`src/rtl/lane_pkg.sv`:
```
// Package: access codes and size classes shared by the lane aligner.
// Assumes a 4-bit access code; codes not listed are treated as no operation.
package lane_pkg;

    typedef enum logic [3:0] {
        OP_LB  = 4'd0,
        OP_LBU = 4'd1,
        OP_LH  = 4'd2,
        OP_LHU = 4'd3,
        OP_LW  = 4'd4,
        OP_SB  = 4'd8,
        OP_SH  = 4'd9,
        OP_SW  = 4'd10,
        OP_LUI = 4'd12
    } acc_op_e;

    typedef enum logic [1:0] {
        SZ_BYTE = 2'd0,
        SZ_HALF = 2'd1,
        SZ_WORD = 2'd2
    } acc_size_e;

    // Size class of an access code.
    function automatic acc_size_e op_size(input acc_op_e op);
        case (op)
            OP_LB, OP_LBU, OP_SB: op_size = SZ_BYTE;
            OP_LH, OP_LHU, OP_SH: op_size = SZ_HALF;
            default:              op_size = SZ_WORD;
        endcase
    endfunction

    // True for the five load codes.
    function automatic logic op_is_load(input acc_op_e op);
        op_is_load = (op == OP_LB) || (op == OP_LBU) || (op == OP_LH) ||
                     (op == OP_LHU) || (op == OP_LW);
    endfunction

    // True for the three store codes.
    function automatic logic op_is_store(input acc_op_e op);
        op_is_store = (op == OP_SB) || (op == OP_SH) || (op == OP_SW);
    endfunction

    // True for loads that sign-extend.
    function automatic logic op_is_signed(input acc_op_e op);
        op_is_signed = (op == OP_LB) || (op == OP_LH);
    endfunction

endpackage

```
`src/rtl/lane_addr_gen.sv`:
```
// Module: forms the effective byte address from base plus signed displacement
// and flags accesses whose address is not a multiple of their size.
// Assumes halfwords span two lanes and words span all lanes.
module lane_addr_gen
    import lane_pkg::*;
#(
    parameter int ADDR_W = 32,
    parameter int OFFS_W = 16,
    parameter int LANES  = 4
) (
    input  logic [ADDR_W-1:0] base_addr,
    input  logic [OFFS_W-1:0] offset,
    input  acc_size_e         size,
    output logic [ADDR_W-1:0] eff_addr,
    output logic              misaligned
);
    localparam int LANE_BITS = $clog2(LANES);

    logic [ADDR_W-1:0] offs_ext;

    // Sign-extend the displacement and add it to the base.
    always_comb begin
        offs_ext = {{(ADDR_W-OFFS_W){offset[OFFS_W-1]}}, offset};
        eff_addr = base_addr + offs_ext;
    end

    // Alignment check by size class.
    always_comb begin
        case (size)
            SZ_HALF: misaligned = eff_addr[0];
            SZ_WORD: misaligned = (eff_addr[LANE_BITS-1:0] != '0);
            default: misaligned = 1'b0;
        endcase
    end
endmodule

```
`src/rtl/lane_store_pack.sv`:
```
// Module: replicates store data across all byte lanes and raises the write
// strobes that cover the addressed bytes. Little-endian lane numbering.
// Assumes the caller has already gated 'en' with validity and alignment.
module lane_store_pack
    import lane_pkg::*;
#(
    parameter int LANES = 4
) (
    input  logic                  en,
    input  acc_size_e             size,
    input  logic [$clog2(LANES)-1:0] lane,
    input  logic [LANES*8-1:0]    st_data,
    output logic [LANES-1:0]      wstrb,
    output logic [LANES*8-1:0]    wdata
);
    localparam int LANE_BITS = $clog2(LANES);

    for (genvar g = 0; g < LANES; g++) begin : g_lane
        logic hit_byte;
        logic hit_half;

        // Which size classes address this lane.
        assign hit_byte = (lane == LANE_BITS'(g));
        assign hit_half = (lane[LANE_BITS-1:1] == (LANE_BITS-1)'(g / 2));

        // Strobe for this lane.
        always_comb begin
            case (size)
                SZ_BYTE: wstrb[g] = en && hit_byte;
                SZ_HALF: wstrb[g] = en && hit_half;
                SZ_WORD: wstrb[g] = en;
                default: wstrb[g] = 1'b0;
            endcase
        end

        // Data for this lane: low byte, matching half byte, or own byte.
        always_comb begin
            case (size)
                SZ_BYTE: wdata[g*8 +: 8] = st_data[7:0];
                SZ_HALF: wdata[g*8 +: 8] = st_data[(g % 2)*8 +: 8];
                default: wdata[g*8 +: 8] = st_data[g*8 +: 8];
            endcase
        end
    end
endmodule

```
`src/rtl/lane_load_extract.sv`:
```
// Module: selects the addressed byte or halfword from a returned word and
// extends it to full width; word loads pass through.
// Assumes the lane has already been checked for alignment.
module lane_load_extract
    import lane_pkg::*;
#(
    parameter int LANES = 4
) (
    input  acc_size_e                size,
    input  logic                     sgn,
    input  logic [$clog2(LANES)-1:0] lane,
    input  logic [LANES*8-1:0]       word,
    output logic [LANES*8-1:0]       result
);
    localparam int DATA_W    = LANES * 8;
    localparam int LANE_BITS = $clog2(LANES);

    logic [7:0]  sel_b;
    logic [15:0] sel_h;

    // Pick the field by lane index.
    always_comb begin
        sel_b = word[lane*8 +: 8];
        sel_h = word[lane[LANE_BITS-1:1]*16 +: 16];
    end

    // Extend according to size and signedness.
    always_comb begin
        case (size)
            SZ_BYTE: result = {{(DATA_W-8){sgn && sel_b[7]}}, sel_b};
            SZ_HALF: result = {{(DATA_W-16){sgn && sel_h[15]}}, sel_h};
            default: result = word;
        endcase
    end
endmodule

```
`src/rtl/mem_lane_align.sv`:
```
// Module: top of the load/store lane aligner. Computes the address, packs
// stores, tracks one pending load and registers the load or upper-immediate
// result. Assumes at most one read return per accepted load.
module mem_lane_align
    import lane_pkg::*;
#(
    parameter int ADDR_W = 32,
    parameter int OFFS_W = 16,
    parameter int LANES  = 4
) (
    input  logic                clk,
    input  logic                rst_n,
    input  logic                req_valid,
    input  logic [3:0]          req_op,
    input  logic [ADDR_W-1:0]   base_addr,
    input  logic [OFFS_W-1:0]   offset,
    input  logic [LANES*8-1:0]  st_data,
    output logic [ADDR_W-1:0]   mem_addr,
    output logic [LANES-1:0]    mem_wstrb,
    output logic [LANES*8-1:0]  mem_wdata,
    output logic                req_err,
    input  logic                rd_valid,
    input  logic [LANES*8-1:0]  rd_word,
    output logic                res_valid,
    output logic [LANES*8-1:0]  res_data
);
    localparam int DATA_W    = LANES * 8;
    localparam int LANE_BITS = $clog2(LANES);

    acc_op_e             op;
    acc_size_e           sz;
    logic                misal;
    logic                is_ld;
    logic                is_st;
    logic                lui_take;
    logic                st_en;
    logic                ret_take;
    logic                pend_q;
    acc_size_e           pend_sz_q;
    logic                pend_sgn_q;
    logic [LANE_BITS-1:0] pend_lane_q;
    logic [DATA_W-1:0]   ld_val;

    // Decode the request.
    always_comb begin
        op       = acc_op_e'(req_op);
        sz       = op_size(op);
        is_ld    = req_valid && op_is_load(op);
        is_st    = req_valid && op_is_store(op);
        lui_take = req_valid && (op == OP_LUI);
        req_err  = (is_ld || is_st) && misal;
        st_en    = is_st && !misal;
        ret_take = rd_valid && pend_q;
    end

    lane_addr_gen #(
        .ADDR_W (ADDR_W),
        .OFFS_W (OFFS_W),
        .LANES  (LANES)
    ) u_addr (
        .base_addr  (base_addr),
        .offset     (offset),
        .size       (sz),
        .eff_addr   (mem_addr),
        .misaligned (misal)
    );

    lane_store_pack #(
        .LANES (LANES)
    ) u_store (
        .en      (st_en),
        .size    (sz),
        .lane    (mem_addr[LANE_BITS-1:0]),
        .st_data (st_data),
        .wstrb   (mem_wstrb),
        .wdata   (mem_wdata)
    );

    lane_load_extract #(
        .LANES (LANES)
    ) u_load (
        .size   (pend_sz_q),
        .sgn    (pend_sgn_q),
        .lane   (pend_lane_q),
        .word   (rd_word),
        .result (ld_val)
    );

    // Track the outstanding load: a new aligned load overwrites, a return clears.
    always_ff @(posedge clk) begin
        if (!rst_n) begin
            pend_q      <= 1'b0;
            pend_sz_q   <= SZ_WORD;
            pend_sgn_q  <= 1'b0;
            pend_lane_q <= '0;
        end else if (is_ld && !misal) begin
            pend_q      <= 1'b1;
            pend_sz_q   <= sz;
            pend_sgn_q  <= op_is_signed(op);
            pend_lane_q <= mem_addr[LANE_BITS-1:0];
        end else if (rd_valid) begin
            pend_q      <= 1'b0;
        end
    end

    // Register the result: read return has priority over upper immediate.
    always_ff @(posedge clk) begin
        if (!rst_n) begin
            res_valid <= 1'b0;
            res_data  <= '0;
        end else if (ret_take) begin
            res_valid <= 1'b1;
            res_data  <= ld_val;
        end else if (lui_take) begin
            res_valid <= 1'b1;
            res_data  <= {offset, {(DATA_W-OFFS_W){1'b0}}};
        end else begin
            res_valid <= 1'b0;
        end
    end

    // A flagged access must not reach memory.
    p_err_no_write_r5: assert property (@(posedge clk) disable iff (!rst_n)
        req_err |-> (mem_wstrb == '0));

    // Any write uses one, two or all lanes.
    p_strobe_shape_r2: assert property (@(posedge clk) disable iff (!rst_n)
        (mem_wstrb != '0) |-> ($countones(mem_wstrb) == 1 ||
                               $countones(mem_wstrb) == 2 ||
                               $countones(mem_wstrb) == LANES));

    // Non-store codes never write.
    p_no_write_nonstore_r12: assert property (@(posedge clk) disable iff (!rst_n)
        !(req_valid && op_is_store(acc_op_e'(req_op))) |-> (mem_wstrb == '0));

    // A result only follows a matched return or an upper-immediate request.
    p_result_cause_r9: assert property (@(posedge clk) disable iff (!rst_n)
        res_valid |-> $past(ret_take || lui_take));

    // A misaligned load leaves nothing pending.
    p_err_no_pending_r5: assert property (@(posedge clk) disable iff (!rst_n)
        (req_err && !rd_valid && !pend_q) |=> !pend_q);

    // Upper immediate clears the low half.
    p_lui_low_zero_r10: assert property (@(posedge clk) disable iff (!rst_n)
        (lui_take && !ret_take) |=> (res_valid && res_data[DATA_W-OFFS_W-1:0] == '0));
endmodule

```
`config.mk`:
```
export PLATFORM = sky130hd
export DESIGN_NAME = mem_lane_align
export DESIGN_NICKNAME = d
export VERILOG_FILES = /design/src/rtl/lane_pkg.sv /design/src/rtl/lane_addr_gen.sv /design/src/rtl/lane_store_pack.sv /design/src/rtl/lane_load_extract.sv /design/src/rtl/mem_lane_align.sv
export SDC_FILE = /design/constraint.sdc
export NUM_CORES = 1
export LEC_CHECK = 0
export ABC_AREA = 1
export BUFFER_PORTS_ARGS = -buffer_cell sky130_fd_sc_hd__buf_4
export CELL_PAD_IN_SITES_DETAIL_PLACEMENT = 0
export CELL_PAD_IN_SITES_GLOBAL_PLACEMENT = 1
export CORE_MARGIN = 5
export CORE_UTILIZATION = 32
export CTS_CLUSTER_DIAMETER = 200
export CTS_CLUSTER_SIZE = 14
export DETAILED_ROUTE_END_ITERATION = 8
export PLACE_DENSITY = 0.86
export SLEW_MARGIN = 20
export SYNTH_ARGS = -nofsm -noshare
export SYNTH_HDL_FRONTEND = slang
export SYNTH_SLANG_ARGS = --single-unit
```
`constraint.sdc`:
```
create_clock -name clk -period 2.2 [get_ports clk]
set_input_delay 0.11 -clock clk [delete_from_list [all_inputs] [get_ports clk]]
set_output_delay 0.11 -clock clk [all_outputs]
set_load 0.01 [all_outputs]
```
==> impl.org <==
** Die
- In this run the count of I/O pins placed on the die edge is 222.
- Measured along the x axis, the die boundary spans 137.1 um.
- DIE HEIGHT :: 137.1 um
- Die outline area :: 18800 sq um
- Initial standard-cell utilization of the core :: 32.55%
- Std cell rows :: 46
- In this run the standard cell core region covers 15890 sq um.

** Timing
- Number of setup violations in the final report :: 0
- Remaining max-slew budget at the tightest pin :: 50.71%
- Final-layout setup total negative slack :: 0 ns
- Setup repair after global routing left no endpoint under its margin.
- Hold Violations, Final :: 0
- Clock skew after layout :: 0.004047 ns
- Max Clk Rate :: 494.3 MHz
- For the pin with the worst max-slew slack, the measured transition is 0.7386 ns.
- The final number of max-transition violations was 0.
- Fin crit share :: 91.95%
- The clock period could shrink to 2.023 ns.

** Power
- Leakage Power :: 4.182 nW
- The analysis attributes to net switching a power of 1.152 mW.
- The share of total power dissipated in combinational logic is 50.8%.
- Areal power density over the cells :: 416.4 nW/um^2
- Cell-internal power :: 1.820 mW
- Clock network fraction of design power :: 24.3%
- Across the VDD grid, the largest voltage drop is 0.3363 mV.
- Sequential cells account for 24.9% of the total power.
- Net switching is 38.76% of the power.
- Design Power :: 2.972 mW

** Clocking
- Register clock-pin slew on the reported worst setup and hold paths :: 0.06 ns
- Root cell of the clock tree :: sky130_fd_sc_hd__clkbuf_16
- Counting the buffers created by CTS gives 5.
- TritonCTS built the clock tree.
- The clock passes through at most 2 buffers.
- Worst-Skew Late Latency :: 0.28 ns
- The H-tree was split into 2 levels.
- CTS Sinks :: 39

** Synthesis
- Counting every net in the synthesized netlist gives 1080.
- After synthesis, the netlist uses 43 different library cells.
- Synth Register Bits :: 39
- EDFF count, synth :: 0
- Counting every instance in the synthesized netlist gives 928.
- Netlist area before placement :: 5171 sq um
- Dividing the synthesized area by the synthesized cell count gives 5.572 sq um.
- Share of flip-flops with an asynchronous set or reset after synthesis :: 0%
- The Yosys step of the flow raised 0 warnings.
- Of the synthesized area, sequential elements account for 15.10%.
- In the synthesized netlist the dominant register cell turns out to be sky130_fd_sc_hd__dfxtp_1.

** Placement
- The congestion estimate from routability-driven global placement came to 0.8928.
- Summing all placed instances gives a cell area of 6985 sq um.
- The count of buffers added on input and output ports is 221.
- Detail Placement HPWL :: 16960 um

** Layout
- Fraction of final layout cells with drive strength greater than 1 :: 24.93%
- The area growth from synthesis to layout is 38.01%.
- After routing the design area is 7137 sq um.
- Leaving out fill and tap cells, the most frequent cell in the layout is sky130_fd_sc_hd__nand2_1.
- Total number of nets in the final design :: 1291
- Final-layout fill cell count :: 1820
- Most frequent cells in the layout :: sky130_fd_sc_hd__nand2_1, sky130_fd_sc_hd__buf_4, sky130_fd_sc_hd__inv_1, sky130_fd_sc_hd__nand3_1, sky130_fd_sc_hd__nor2_1

** Routing
- Routed wirelength normalized by instance count :: 14.66 um
- Drt drc :: 0
- Post-route ant nets :: 0
- Detailed Route WL :: 19880 um
- Total number of vias :: 6287
- Before antenna repair, the detailed router went through 5 iterations.
- Via density :: 4.636
- DR iter-0 viols :: 318

** Global route
- Number of antenna violations at the first check in global routing :: 1
- After global routing the overflow that remains totals 0.
- Global Route Usage Sum :: 20.34%
- The first global-routing pass estimated 30480 um of wire.
- Via count of the first global-routing pass :: 5772
- Largest net degree at the start of global routing :: 35

** Critical path
- The startpoint identified for the worst register-to-register timing path is pend_lane_q[1].
- Setup Crit Path Kind :: input pin to primary output
- Data on the critical path is required at its endpoint by 2.09 ns.
- The worst setup path is launched from an input pin.
- Largest driver fanout on the critical path :: 6
- At the worst endpoint, the arrival time is 1.91 ns.
- Element type at the critical path end :: primary output
- In this run the worst setup path terminates at mem_wstrb[2].
- Worst reg2reg path endpoint :: res_data[16]
- In this run the worst setup path begins at offset[0].
- Flop2flop setup slack :: 0.48 ns
- Worst-case reg-to-reg path depth :: 9

** Hold path
- Along the worst hold path, the cell count comes to 3.
- In this run the worst hold path is classified as input pin to flip-flop.

** Status
- Result of the run :: completed

** Flow run
- Reported max-cap violation count :: 0
## worst max-delay path: stages
cell,delay [ns]
sky130_fd_sc_hd__buf_4,0.09
sky130_fd_sc_hd__ha_1,0.24
sky130_fd_sc_hd__inv_1,0.08
sky130_fd_sc_hd__fa_1,0.53
sky130_fd_sc_hd__inv_1,0.07
sky130_fd_sc_hd__o21ai_2,0.17
sky130_fd_sc_hd__nand2_4,0.12
sky130_fd_sc_hd__nor2_4,0.15
sky130_fd_sc_hd__nand2_1,0.11
sky130_fd_sc_hd__nand3_1,0.12
sky130_fd_sc_hd__buf_4,0.12
## metal layers
layer	GRT usage, %	up-vias	part of all wire, %	routed length (um)
met5	0	-	0	0
met4	5.710	0	2.4	471
met3	2.610	26	5.5	1088
met2	34.11	176	47	9247
met1	27.31	2760	46	9072
li1	-	3325	-	-
## state kept, by name (all words and copies together), names as in the netlist
register	cells
pend_lane_q	2
pend_q	1
pend_sgn_q	1
pend_sz_q	2
res_data	32
res_valid	1
## power groups by stage
stage	registers [mW]	logic, mW	clock network [mW]
floorplan	0.756	0.823	0
global placement	0.754	1.51	0
detailed placement	0.754	1.51	0
CTS	0.739	1.52	0.734
global route	0.741	1.68	0.764
finish	0.739	1.51	0.722
## synthesized netlist by cell type, types with 3 or more instances
cell	count	area share, %
sky130_fd_sc_hd__ha_1	31	7.5
sky130_fd_sc_hd__nor3_1	5	0.48
sky130_fd_sc_hd__and2_1	4	0.48
sky130_fd_sc_hd__o21ai_2	3	0.51
sky130_fd_sc_hd__dfxtp_1	39	15
sky130_fd_sc_hd__xor2_1	14	2.4
sky130_fd_sc_hd__o221ai_1	5	0.85
sky130_fd_sc_hd__nand2_2	24	2.9
sky130_fd_sc_hd__o21ai_0	13	1.3
sky130_fd_sc_hd__o21ai_1	3	0.29
sky130_fd_sc_hd__buf_2	4	0.39
sky130_fd_sc_hd__nor2_1	53	3.8
sky130_fd_sc_hd__nor2_2	4	0.48
sky130_fd_sc_hd__buf_4	8	1.2
sky130_fd_sc_hd__clkbuf_1	6	0.44
sky130_fd_sc_hd__inv_2	5	0.36
sky130_fd_sc_hd__nand2_1	370	27
sky130_fd_sc_hd__a21oi_1	44	4.3
sky130_fd_sc_hd__buf_6	4	0.87
sky130_fd_sc_hd__nand4_1	7	0.85
sky130_fd_sc_hd__a21boi_0	5	0.73
sky130_fd_sc_hd__o211ai_1	35	5.1
sky130_fd_sc_hd__inv_1	152	11
sky130_fd_sc_hd__nand3_1	61	5.9
## repair_timing
item	in CTS	in global routing
endpoints found under the hold margin	0	0
setup buffers	0	0
hold buffers	0	0
endpoints found under the setup margin	0	1
gates resized for setup	0	1
## worst min-delay path by stage
stage / start / end
2_1_floorplan: rd_word[15] / res_data[15]
3_3_place_gp: rd_word[9] / res_data[9]
3_5_place_dp: rd_word[9] / res_data[9]
4_1_cts: rd_word[9] / res_data[9]
5_1_grt: rd_word[8] / res_data[8]
6_report: rd_word[9] / res_data[9]
## stage by stage
step	utilization (%)	hold slack (ns)	std cells	setup WS, ns
floorplan	-	0.2487	928	0.4623
global placement	43.97	0.3507	1348	0.1587
detailed placement	43.97	0.3533	1348	0.1213
CTS	44.88	0.06213	1355	0.1111
global route	44.93	0.07278	1356	0.04940
finish	44.93	0.06553	1356	0.1771
## kinds of logic (layout without fill, tap and decap cells)
kind of cell | count (synthesis) | after routing | share of synthesized area (%)
AND/OR/NAND/NOR | 537 | 537 | 43.89
XOR/XNOR | 16 | 16 | 2.710
buffers and inverters | 186 | 397 | 15.44
multiplexers | 2 | 2 | 0.3871
AO/OA/AOI/OAI | 116 | 116 | 14.59
other | 0 | 1 | 0
adder cells (fa/ha/maj) | 32 | 32 | 7.888
flip-flops | 39 | 39 | 15.10
## final cells by class
type / count / area, sq um / share of cell area (%)
Clock buffer: 6 / 138.9 / 1.946
Antenna cell: 1 / 2.502 / 0.03506
Timing Repair Buffer: 230 / 1739 / 24.37
Tap cell: 216 / 270.3 / 3.787
Clock inverter: 1 / 5.005 / 0.07013
Sequential cell: 39 / 780.7 / 10.94
Multi-Input combinational cell: 703 / 3597 / 50.40
Inverter: 160 / 603.1 / 8.450
Note: power is estimated with default switching activity, not from simulation.
